[src/rtl/xfer_count24.sv]
module xfer_count24 #(
  parameter int          NBYTES   = 3,
  parameter int          PHASE_W  = 17,
  parameter int          ZERO_LEN = 65536,
  parameter logic [7:0]  CHIP_ID  = 8'h5C
) (
  input  logic                 clk,
  input  logic                 rst_n,
  input  logic                 reg_wr,
  input  logic [1:0]           reg_addr,
  input  logic [7:0]           reg_wdata,
  output logic [7:0]           reg_rdata,
  input  logic                 cmd_wr,
  input  logic                 cmd_dma,
  input  logic                 cmd_start,
  input  logic [PHASE_W-1:0]   phase_len,
  input  logic                 xfer_stb,
  output logic [8*NBYTES-1:0]  count_out,
  output logic                 busy,
  output logic                 tc
);
  localparam int CW = 8 * NBYTES;
  localparam int LW = ((CW > PHASE_W) ? CW : PHASE_W) + 1;
  localparam logic [1:0] TOP_IDX = 2'(NBYTES - 1);

  logic [CW-1:0] image_q, live_q;
  logic          busy_q, tc_q, top_seen_q;

  logic          cnt_wr, last_stb, dma_start;
  logic [LW-1:0] eff_len, ph_len, arm_len;

  assign cnt_wr    = reg_wr && (reg_addr < 2'(NBYTES));
  assign last_stb  = busy_q && xfer_stb && !cmd_wr && (live_q == CW'(1));
  assign dma_start = cmd_wr && cmd_dma && cmd_start;
  assign eff_len   = (image_q == '0) ? LW'(ZERO_LEN) : LW'(image_q);
  assign ph_len    = LW'(phase_len);
  assign arm_len   = (eff_len < ph_len) ? eff_len : ph_len;

  always_ff @(posedge clk or negedge rst_n) begin
    if (!rst_n) begin
      image_q    <= '0;
      live_q     <= '0;
      busy_q     <= 1'b0;
      tc_q       <= 1'b0;
      top_seen_q <= 1'b0;
    end else begin
      if (reg_wr) begin
        for (int i = 0; i < NBYTES; i++)
          if (reg_addr == 2'(i)) image_q[8*i +: 8] <= reg_wdata;
        if (reg_addr == TOP_IDX) top_seen_q <= 1'b1;
      end

      if (cmd_wr) begin
        busy_q <= 1'b0;
        if (cmd_dma && !cmd_start) live_q <= image_q;
        if (dma_start) begin
          live_q <= CW'(arm_len);
          busy_q <= (arm_len != '0);
        end
      end else if (busy_q && xfer_stb) begin
        live_q <= live_q - CW'(1);
        if (last_stb) busy_q <= 1'b0;
      end

      if (dma_start)     tc_q <= (arm_len == '0);
      else if (last_stb) tc_q <= 1'b1;
      else if (cnt_wr)   tc_q <= 1'b0;
    end
  end

  always_comb begin
    reg_rdata = 8'h00;
    for (int i = 0; i < NBYTES; i++)
      if (reg_addr == 2'(i)) reg_rdata = live_q[8*i +: 8];
    if (reg_addr == TOP_IDX && !top_seen_q) reg_rdata = CHIP_ID;
  end

  assign count_out = live_q;
  assign busy      = busy_q;
  assign tc        = tc_q;

  // a count write without a same-cycle completion or start leaves tc low
  p_tc_clear_r3: assert property (@(posedge clk) disable iff (!rst_n)
    cnt_wr && !cmd_wr && !(busy && xfer_stb && count_out == CW'(1)) |=> !tc);

  // DMA reload without start copies the write image
  p_reload_r4: assert property (@(posedge clk) disable iff (!rst_n)
    cmd_wr && cmd_dma && !cmd_start |=> count_out == $past(image_q));

  // strobes decrement while busy, and nothing moves while idle
  p_dec_r6: assert property (@(posedge clk) disable iff (!rst_n)
    busy && xfer_stb && !cmd_wr |=> count_out == $past(count_out) - CW'(1));
  p_idle_r6: assert property (@(posedge clk) disable iff (!rst_n)
    !busy && !cmd_wr |=> $stable(count_out));

  // busy and tc are exclusive; busy ending by strobe leaves zero and tc
  p_excl_r7: assert property (@(posedge clk) disable iff (!rst_n)
    !(busy && tc));
  p_done_r7: assert property (@(posedge clk) disable iff (!rst_n)
    busy && xfer_stb && !cmd_wr && count_out == CW'(1) |=> tc && count_out == '0);

  // once the top byte is written the identity stays hidden until reset
  p_seen_r8: assert property (@(posedge clk) disable iff (!rst_n)
    top_seen_q |=> top_seen_q);
endmodule

[config.mk]
export PLATFORM = sky130hd
export DESIGN_NAME = xfer_count24
export DESIGN_NICKNAME = d
export VERILOG_FILES = /design/src/rtl/xfer_count24.sv
export SDC_FILE = /design/constraint.sdc
export NUM_CORES = 1
export LEC_CHECK = 0
export BUFFER_PORTS_ARGS = -buffer_cell sky130_fd_sc_hd__buf_2
export CAP_MARGIN = 20
export CORE_MARGIN = 2
export CORE_UTILIZATION = 46
export CTS_CLUSTER_DIAMETER = 40
export DETAILED_ROUTE_END_ITERATION = 16
export MAX_ROUTING_LAYER = met4
export PLACE_DENSITY = 0.73
export SETUP_SLACK_MARGIN = 0.05
export SYNTH_ARGS = -nofsm -noshare
export SYNTH_HDL_FRONTEND = slang
export SYNTH_SLANG_ARGS = --single-unit
[constraint.sdc]
create_clock -name clk -period 4.3 [get_ports clk]
set_clock_uncertainty 0.1 [all_clocks]
set_input_delay 0.215 -clock clk [delete_from_list [all_inputs] [get_ports clk]]
set_output_delay 0.215 -clock clk [all_outputs]
set_load 0.03 [all_outputs]
==> impl_metrics.sql, run 1 <==
INSERT INTO impl_metrics (metric_group, metric, value, unit) VALUES
('yosys', 'syn_nets', '451', ''),
('clocking', 'max-clock-path-buffers', '2', ''),
('setup_path', 'timing_worst_setup_path_type', 'flop to flop', ''),
('route', 'vias_per_cell', '6.33', ''),
('pwr', 'clkPwrFrac', '20.8', '%'),
('grt', 'grt_max_degree', '52', ''),
('outcome', 'outcome', 'complete, no violations', ''),
('yosys', 'synthDominantAreaCellType', 'dfrtp_1', ''),
('pwr', 'power.static_leakage', '1.77', 'nW'),
('sta', 'tightest_slew', '0.762', 'ns'),
('place', 'post-dp-hpwl', '8090', 'um'),
('floorplanning', 'floorplan.die.width', '91.9', 'um'),
('route', 'final_antenna_net_count', '0', ''),
('clocking', 'cts_tree', 'built', ''),
('sta', 'timing.max_slew.rel_slack', '49.1', '%'),
('floorplanning', 'floorplan.die_area', '8440', 'sq um'),
('yosys', 'synth_async_sr_flop_share', '100', '%'),
('clocking', 'numCtsBuffers', '5', ''),
('sta', 'fin_worst_hold_slack', '0.0672', 'ns'),
('setup_path', 'critical_path.startpoint_type', 'flop', ''),
('pwr', 'vdd_ir_drop_max', '0.243', 'mV'),
('final_layout', 'final_cell_mix', 'buf_2, dfrtp_1, nor2_1', ''),
('final_layout', 'flow.area_growth_from_synthesis', '13.0', '%'),
('route', 'firstDrtPassIters', '5', ''),
('final_layout', 'layout.core_utilization', '52.8', '%'),
('clocking', 'postCtsSetupRepairBufs', '0', ''),
('pwr', 'comb_power_share', '35.7', '%'),
('yosys', 'synth.cell_area', '3550', 'sq um'),
('yosys', 'dominantRegCellSynth', 'dfrtp_1', ''),
('yosys', 'ys_seq_elements', '51', ''),
('route', 'vias', '3454', ''),
('final_layout', 'n_antenna_cell', '0', ''),
('pwr', 'power_density', '420', 'nW/um^2'),
('sta', 'period_minus_slack', '3.72', 'ns'),
('final_layout', 'mostFrequentLayoutCell', 'buf_2', ''),
('clocking', 'clock-root-buffer', 'clkbuf_8', ''),
('route', 'route.detailed.wl_per_inst', '19.2', 'um'),
('route', 'wl', '10500', 'um'),
('floorplanning', 'floorplan.core_area', '7610', 'sq um'),
('clocking', 'clk-insertion-delay-late', '0.32', 'ns'),
('clocking', 'cts.sinks', '51', ''),
('job', 'max_cap_viol_count', '0', ''),
('route', 'drc', '0', ''),
('pwr', 'sw_frac_of_total', '41.2', '%'),
('pwr', 'power.sequential.fraction', '43.5', '%'),
('sta', 'fin_ws', '0.578', 'ns'),
('yosys', 'synth.yosys.seq_area_share', '35.9', '%'),
('floorplanning', 'die_h', '91.9', 'um'),
('place', 'routabilityCongestion', '0.994', ''),
('sta', 'max_freq', '269', 'MHz'),
('clocking', 'postcts_resize_cnt', '0', ''),
('grt', 'initial_antenna_violation_count', '0', ''),
('grt', 'globalRouteOverflowTotal', '0', ''),
('yosys', 'synthDistinctLibCells', '55', ''),
('sta', 'fin_setup_tns', '0', 'ns'),
('yosys', 'syn_avg_cell_area', '8.90', 'sq um'),
('clocking', 'clk_transition_reported_paths', '0.09', 'ns'),
('sta', 'timing_max_transition_violations_final', '0', ''),
('route', 'drt_iter0_drc', '456', ''),
('place', 'pre_cts_ws', '0.666', 'ns'),
('floorplanning', 'boundary_pin_count', '68', ''),
('yosys', 'yosys.area.top_type_share', '35.9', '%'),
('grt', 'first_global_vias', '3253', ''),
('final_layout', 'final.fill_count', '729', ''),
('place', 'placement.io_buffers', '67', ''),
('sta', 'final_report_setup_violation_count', '0', ''),
('pwr', 'cellInternalPower', '0.992', 'mW'),
('floorplanning', 'row_count', '32', ''),
('floorplanning', 'start_util', '46.7', '%'),
('grt', 'grt_first_pass_wirelength', '16700', 'um'),
('setup_path', 'cp-end-kind', 'flop', '');
worst max-delay path: stages (launching register included):
cell and delay [ns]:
dfrtp_1 0.42, or4_4 0.56, or4_4 0.45, o21ai_0 0.26
ha_1 0.29, and2b_2 0.22, a2111oi_4 0.52, o22ai_2 0.27
a222oi_1 0.44, nor2_1 0.09
state kept, by name, summed over array words and instances (netlist names):
name        count
tc              1
busy            1
count_out      24
top_seen_q      1
image_q        24
power groups by stage:
stage	combinational [mW]	clock, mW	sequential, mW
3_5_place_dp	0.597	0	0.737
6_report	0.601	0.352	0.734
2_1_floorplan	0.363	0	0.770
5_1_grt	0.654	0.378	0.748
3_3_place_gp	0.582	0	0.732
4_1_cts	0.600	0.359	0.727
cell type report:
| cell class | count | area, sq um | area share (%) |
|---|---|---|---|
| Clock buffer | 6 | 82.6 | 2.06 |
| Multi-Input combinational cell | 292 | 2040 | 50.8 |
| Clock inverter | 2 | 35.0 | 0.873 |
| Timing Repair Buffer | 72 | 375 | 9.35 |
| Tap cell | 102 | 128 | 3.18 |
| Sequential cell | 51 | 1280 | 31.8 |
| Inverter | 21 | 78.8 | 1.96 |
cell usage after synthesis, types with 3 or more instances:
cell / number
nor3_1: 10
mux2i_1: 16
nand2_1: 24
clkbuf_1: 27
a31oi_1: 8
dfrtp_1: 51
mux2_2: 24
a22oi_1: 9
a21oi_1: 27
o221ai_1: 4
nor3b_1: 5
nand2b_1: 3
ha_1: 18
o21ai_0: 19
xor2_1: 3
xnor2_1: 4
inv_1: 21
o22ai_1: 9
nand3_1: 10
nor4_1: 15
a211oi_1: 3
o22a_1: 3
nand4_1: 7
o211ai_1: 3
nand3b_1: 4
nor2_1: 35
final timing paths:
| check | startpoint | cells after the start | to |
|---|---|---|---|
| hold / removal | reg_wdata[1] | 2 | image_q[9] |
| setup / recovery | image_q[20] | 9 | count_out[7] |
| max in group asynchronous | rst_n | 3 | image_q[12] |
| hold reg to reg | top_seen_q | 2 | top_seen_q |
| setup reg to reg | image_q[20] | 9 | count_out[7] |
| min in group asynchronous | rst_n | 3 | image_q[17] |
per-layer routing:
metal	GRT usage (%)	vias up	part of all wire (%)
li1	-	1555	-
met3	3.20	30	9.9
met5	-	-	0
met4	9.20	0	2.8
met1	36.3	1637	42
met2	38.4	232	45
stage by stage:
stage	cell area, sq um	total power [mW]	cells
floorplan	3550	1.13	399
global placement	3890	1.31	537
detailed placement	3890	1.33	537
CTS	4010	1.69	546
global route	4010	1.78	546
finish	4010	1.69	546
cell families after synthesis:
group | Yosys count | synth area share (%)
muxes | 40 | 12.1
AOI/OAI and AO/OA | 103 | 19.5
and+or+nand+nor | 124 | 17.7
DFF | 51 | 35.9
adders and majority gates | 18 | 6.34
buffers and inverters | 56 | 6.69
xor gates and xnor gates | 7 | 1.73
No activity file was read; power rests on OpenSTA's default activity.
==> run 2: changes to the inputs <==
- CORE_ASPECT_RATIO: not set -> 0.7
- PLACE_DENSITY: 0.73 -> 0.7
==> impl_metrics.sql, run 2 (synthesized netlist as in run 1, its figures left out) <==
INSERT INTO impl_metrics (metric_group, metric, value, unit) VALUES
('final_layout', 'seq_area', '1280', 'sq um'),
('final_layout', 'multi_input_logic_area', '2040', 'sq um'),
('place', 'pre_cts_ws', '0.646', 'ns'),
('job', 'max_cap_viol_count', '0', ''),
('clocking', 'postcts_resize_cnt', '0', ''),
('setup_path', 'ff2ff_path_depth', '9', ''),
('pwr', 'power.static_leakage', '1.76', 'nW'),
('setup_path', 'timing.critical_path.slowest_cell_delay', '0.56', 'ns'),
('grt', 'grtUsageTotal', '27.7', '%'),
('floorplanning', 'boundary_pin_count', '68', ''),
('setup_path', 'cpMaxStageDelayCell', 'or4_4', ''),
('clocking', 'clock_h_tree_levels', '2', ''),
('setup_path', 'r2r_start', 'image_q[20]', ''),
('floorplanning', 'floorplan.die_area', '8450', 'sq um'),
('clocking', 'clock-root-buffer', 'clkbuf_8', ''),
('sta', 'fin_worst_hold_slack', '0.0581', 'ns'),
('final_layout', 'final.fill_count', '684', ''),
('grt', 'globalRouteOverflowTotal', '0', ''),
('route', 'firstDrtPassIters', '5', ''),
('floorplanning', 'floorplan.core_area', '7380', 'sq um'),
('sta', 'period_minus_slack', '3.68', 'ns'),
('setup_path', 'setup.worst_path.end', 'count_out[7]', ''),
('clocking', 'max-clock-path-buffers', '2', ''),
('setup_path', 'critical_path_depth', '9', ''),
('final_layout', 'n_antenna_cell', '0', ''),
('sta', 'timing.max_slew.rel_slack', '43.2', '%'),
('route', 'final_antenna_net_count', '0', ''),
('route', 'vias_per_cell', '6.39', ''),
('sta', 'rsz0062_at_grt', 'no', ''),
('floorplanning', 'row_count', '26', ''),
('route', 'drt_iter0_drc', '344', ''),
('place', 'routabilityCongestion', '0.965', ''),
('sta', 'finalCritPeriodShare', '85.5', '%'),
('route', 'route.detailed.wl_per_inst', '20.7', 'um'),
('floorplanning', 'floorplan.die.width', '109', 'um'),
('final_layout', 'mostFrequentLayoutCell', 'buf_2', ''),
('sta', 'timing_max_transition_violations_final', '0', ''),
('grt', 'grt_max_degree', '52', ''),
('setup_path', 'critical_path.reg2reg.endpoint', 'count_out[7]', ''),
('clocking', 'cts_tree', 'built', ''),
('clocking', 'clk-insertion-delay-late', '0.31', 'ns'),
('final_layout', 'drive_gt1_share', '25.3', '%'),
('grt', 'initial_antenna_violation_count', '0', ''),
('setup_path', 'critical_path_arrival', '3.77', 'ns'),
('sta', 'tightest_slew', '0.844', 'ns'),
('setup_path', 'timing.critical_path.fanout_max', '12', ''),
('grt', 'first_global_vias', '3157', ''),
('setup_path', 'timing.critical_path.from', 'image_q[20]', ''),
('setup_path', 'path_common_cell', 'or4_4', ''),
('setup_path', 'cp_top_family', 'compound AO/OA/AOI/OAI gates', ''),
('final_layout', 'flow.area_growth_from_synthesis', '12.7', '%'),
('setup_path', 'timing_worst_setup_path_type', 'flop to flop', ''),
('clocking', 'numCtsBuffers', '5', ''),
('floorplanning', 'start_util', '48.1', '%'),
('final_layout', 'fin_nets', '493', ''),
('clocking', 'cts.sinks', '51', ''),
('setup_path', 'critical_path.cell_chain', 'or4_4, or4_4, o21ai_0, ha_1, and3_2, a2111oi_4, o22ai_2, a222oi_1, nor2_1', ''),
('place', 'numPlacedInstances', '531', ''),
('setup_path', 'crit_required', '4.40', 'ns'),
('sta', 'final-hold-violation-count', '0', ''),
('grt', 'grt_first_pass_wirelength', '17300', 'um'),
('sta', 'final_report_setup_violation_count', '0', ''),
('sta', 'max_freq', '272', 'MHz'),
('final_layout', 'layout.core_utilization', '54.2', '%'),
('place', 'placement.io_buffers', '67', ''),
('route', 'drc', '0', ''),
('setup_path', 'setup.reg_to_reg.worst_slack', '0.62', 'ns'),
('pwr', 'power_density', '426', 'nW/um^2'),
('hold_path', 'worst_hold_path_type', 'input port to flop', ''),
('setup_path', 'cp-end-kind', 'flop', ''),
('final_layout', 'final_cells', '540', ''),
('setup_path', 'critical_path.startpoint_type', 'flop', ''),
('setup_path', 'timing.critical_path.buf_inv', '0', ''),
('final_layout', 'final_cell_mix', 'buf_2, dfrtp_1, nor2_1', ''),
('route', 'wl', '11200', 'um'),
('sta', 'fin_ws', '0.623', 'ns'),
('sta', 'fin_setup_tns', '0', 'ns'),
('floorplanning', 'die_h', '77.5', 'um'),
('pwr', 'vdd_ir_drop_max', '0.211', 'mV'),
('clocking', 'clk_transition_reported_paths', '0.10', 'ns'),
('route', 'vias', '3450', ''),
('place', 'post-dp-hpwl', '8600', 'um'),
('outcome', 'outcome', 'complete, no violations', '');
-- run 2: cell count changes in the layout (fill, tap and decap cells not counted), sizes merged --
cell and change:
buf -2, clkinv -1, inv +1
-- run 2: per-stage QoR --
| step | cell area [sq um] | power (mW) |
|---|---|---|
| after floorplan | 3550 | 1.13 |
| after detailed placement | 3870 | 1.34 |
| after CTS | 4000 | 1.70 |
| final | 4000 | 1.71 |
| after global routing | 4000 | 1.80 |
| after global placement | 3870 | 1.32 |
-- run 2: metal layers --
layer / routed length [um] / GRT usage, % / up-vias / part of all wire, %
li1: - / - / 1555 / -
met1: 5050 / 41.1 / 1667 / 45
met2: 4730 / 39.8 / 198 / 42
met3: 1230 / 5.46 / 30 / 11
met4: 184 / 4.87 / 0 / 1.6
met5: 0 / - / - / 0
-- run 2: worst min path at each step --
stage                 start       endpoint  slack, ns  cells after the start
2_1_floorplan         rst_n           busy      -0.18                      0
3_5_place_dp          rst_n  count_out[18]       0.27                      2
6_report       reg_wdata[1]     image_q[9]       0.06                      2
4_1_cts        reg_wdata[1]     image_q[9]       0.06                      2
5_1_grt        reg_wdata[1]     image_q[9]       0.06                      2
3_3_place_gp          rst_n  count_out[18]       0.28                      2
-- run 2: timing repair --
item,in CTS,in global routing
setup buffers,0,0
endpoints found under the hold margin,51,0
hold buffers,1,0
-- run 2: cell type report --
type | instances | share of cell area [%]
timing repair buffer | 70 | 9.00
multi-input combinational | 292 | 51.0
tap | 98 | 3.06
clock inverter | 2 | 0.969
clock buffer | 6 | 2.06
sequential | 51 | 31.9
inverter | 21 | 1.97
-- run 2: report_power, final --
| part | internal [mW] | total (mW) | leakage (nW) | switching [mW] |
|---|---|---|---|---|
| clock | 0.192 | 0.362 | 0.0618 | 0.171 |
| sequential | 0.571 | 0.744 | 0.599 | 0.173 |
| combinational | 0.229 | 0.599 | 1.10 | 0.369 |
==> run 3: changes to the inputs <==
- PLACE_DENSITY: 0.7 -> 0.67
==> impl_metrics.sql, run 3 (synthesized netlist as in run 1, its figures left out) <==
INSERT INTO impl_metrics (metric_group, metric, value, unit) VALUES
('outcome', 'outcome', 'complete, no violations', ''),
('final_layout', 'flow.area_growth_from_synthesis', '12.7', '%'),
('clocking', 'clock_h_tree_levels', '2', ''),
('setup_path', 'crit_required', '4.40', 'ns'),
('grt', 'grt_first_pass_wirelength', '17200', 'um'),
('place', 'placement.io_buffers', '67', ''),
('route', 'drt_iter0_drc', '383', ''),
('route', 'drc', '0', ''),
('clocking', 'clk_transition_reported_paths', '0.10', 'ns'),
('route', 'route.detailed.wl_per_inst', '20.1', 'um'),
('setup_path', 'critical_path.reg2reg.endpoint', 'count_out[3]', ''),
('clocking', 'postcts_resize_cnt', '0', ''),
('pwr', 'p_total', '1.69', 'mW'),
('setup_path', 'critical_path.startpoint_type', 'flop', ''),
('clocking', 'clk-insertion-delay-late', '0.31', 'ns'),
('pwr', 'clkPwrFrac', '20.6', '%'),
('route', 'final_antenna_net_count', '0', ''),
('setup_path', 'critical_path.cell_chain', 'or4_4, or4_4, o21ai_0, ha_1, and3_2, a2111oi_4, o22ai_2, a222oi_1, nor2_1', ''),
('clocking', 'max-clock-path-buffers', '2', ''),
('clocking', 'cts_tree', 'built', ''),
('setup_path', 'ff2ff_path_depth', '9', ''),
('floorplanning', 'start_util', '48.1', '%'),
('final_layout', 'final_cell_mix', 'buf_2, dfrtp_1, nor2_1', ''),
('sta', 'tightest_slew', '0.694', 'ns'),
('setup_path', 'setup.reg_to_reg.worst_slack', '0.60', 'ns'),
('clocking', 'cts.sinks', '51', ''),
('setup_path', 'timing.critical_path.from', 'image_q[20]', ''),
('hold_path', 'worst_hold_path_type', 'input port to flop', ''),
('clocking', 'postCtsSetupRepairBufs', '0', ''),
('sta', 'rsz0062_at_grt', 'no', ''),
('final_layout', 'fin_nets', '495', ''),
('final_layout', 'final.fill_count', '708', ''),
('pwr', 'switching_power', '0.712', 'mW'),
('sta', 'fin_setup_tns', '0', 'ns'),
('setup_path', 'cp-end-kind', 'flop', ''),
('grt', 'initial_antenna_violation_count', '0', ''),
('sta', 'final-hold-violation-count', '0', ''),
('setup_path', 'timing.critical_path.fanout_max', '12', ''),
('sta', 'timing_max_transition_violations_final', '0', ''),
('grt', 'first_global_vias', '3120', ''),
('pwr', 'sw_frac_of_total', '42.2', '%'),
('sta', 'final_report_setup_violation_count', '0', ''),
('hold_path', 'timing.hold.worst_endpoint', 'image_q[10]', ''),
('route', 'wl', '10900', 'um'),
('sta', 'finalCritPeriodShare', '86.1', '%'),
('clocking', 'clock-root-buffer', 'clkbuf_8', ''),
('setup_path', 'path_common_cell', 'or4_4', ''),
('grt', 'globalRouteOverflowTotal', '0', ''),
('setup_path', 'timing_worst_setup_path_type', 'flop to flop', ''),
('pwr', 'power.sequential.fraction', '43.9', '%'),
('route', 'vias', '3409', ''),
('grt', 'grt_max_degree', '52', ''),
('hold_path', 'hp-start', 'reg_wdata[2]', ''),
('final_layout', 'mostFrequentLayoutCell', 'buf_2', ''),
('floorplanning', 'floorplan.core_area', '7380', 'sq um'),
('setup_path', 'r2r_start', 'image_q[20]', ''),
('clocking', 'numCtsBuffers', '5', ''),
('final_layout', 'n_antenna_cell', '0', ''),
('hold_path', 'worstHoldPathCells', '2', ''),
('pwr', 'cellInternalPower', '0.976', 'mW'),
('grt', 'grtUsageTotal', '27.7', '%'),
('setup_path', 'timing.critical_path.slowest_cell_delay', '0.56', 'ns'),
('setup_path', 'critical_path_arrival', '3.80', 'ns'),
('job', 'max_cap_viol_count', '0', ''),
('final_layout', 'drive_gt1_share', '25.5', '%'),
('floorplanning', 'row_count', '26', ''),
('clocking', 'cts.hold.buffers_added', '1', ''),
('pwr', 'vdd_ir_drop_max', '0.196', 'mV'),
('place', 'routabilityCongestion', '0.992', ''),
('route', 'firstDrtPassIters', '5', ''),
('sta', 'period_minus_slack', '3.70', 'ns'),
('setup_path', 'cpMaxStageDelayCell', 'or4_4', ''),
('floorplanning', 'floorplan.die_area', '8450', 'sq um'),
('pwr', 'power_density', '422', 'nW/um^2'),
('final_layout', 'layout.core_utilization', '54.2', '%'),
('route', 'vias_per_cell', '6.29', ''),
('floorplanning', 'floorplan.die.width', '109', 'um'),
('sta', 'timing.max_slew.rel_slack', '53.6', '%'),
('pwr', 'comb_power_share', '35.6', '%'),
('floorplanning', 'boundary_pin_count', '68', ''),
('sta', 'max_freq', '270', 'MHz'),
('pwr', 'power.static_leakage', '1.77', 'nW'),
('place', 'post-dp-hpwl', '8370', 'um'),
('floorplanning', 'die_h', '77.5', 'um');
==> run 3: cell count changes in the layout (fill, tap and decap cells not counted), sizes merged <==
cell	before	now
clkbuf	6	5
buf	69	71
inv	22	21
clkinv	0	2
==> run 3: power by group through the flow <==
stage	sequential (mW)	combinational [mW]	clock [mW]
finish	0.740	0.600	0.347
global placement	0.739	0.583	0
floorplan	0.770	0.363	0
global route	0.755	0.654	0.377
CTS	0.733	0.599	0.352
detailed placement	0.743	0.596	0
==> run 3: area by class of cell <==
| class | instances | area [sq um] | share of cell area (%) |
|---|---|---|---|
| clock buffer | 5 | 68.8 | 1.72 |
| clock inverter | 3 | 43.8 | 1.09 |
| inverter | 21 | 78.8 | 1.97 |
| multi-input combinational | 292 | 2040 | 50.9 |
| sequential | 51 | 1280 | 31.9 |
| tap | 98 | 123 | 3.06 |
| timing repair buffer | 72 | 375 | 9.38 |
==> run 3: stage by stage <==
stage | std cells | setup slack (ns) | hold WS, ns | instance area [sq um]
2_1_floorplan | 399 | 0.910 | -0.181 | 3550
3_3_place_gp | 533 | 0.767 | 0.278 | 3880
3_5_place_dp | 533 | 0.683 | 0.281 | 3880
4_1_cts | 542 | 0.662 | 0.0565 | 4000
5_1_grt | 542 | 0.464 | 0.0486 | 4000
6_report | 542 | 0.599 | 0.0649 | 4000
==> run 3: worst max-delay path by stage <==
| stage | end | cells after the start | slack (ns) |
|---|---|---|---|
| final | count_out[3] | 9 | 0.60 |
| after global routing | count_out[3] | 9 | 0.46 |
| after CTS | count_out[3] | 9 | 0.66 |
| after detailed placement | count_out[3] | 9 | 0.68 |
| after global placement | count_out[2] | 9 | 0.77 |
| after floorplan | count_out[7] | 10 | 0.91 |
==> run 3: critical path: cells and delay by family (launching register included) <==
family                     cells  cell delay [ns]
and+or+nand+nor                4             1.34
DFF                            1             0.42
adders and majority gates      1             0.29
AOI/OAI and AO/OA              4             1.44
==> run 3: layer usage <==
metal	GRT usage (%)	part of all wire [%]
met1	42.5	48
met2	36.8	40
met3	5.55	10
met4	7.05	1.6
met5	-	0
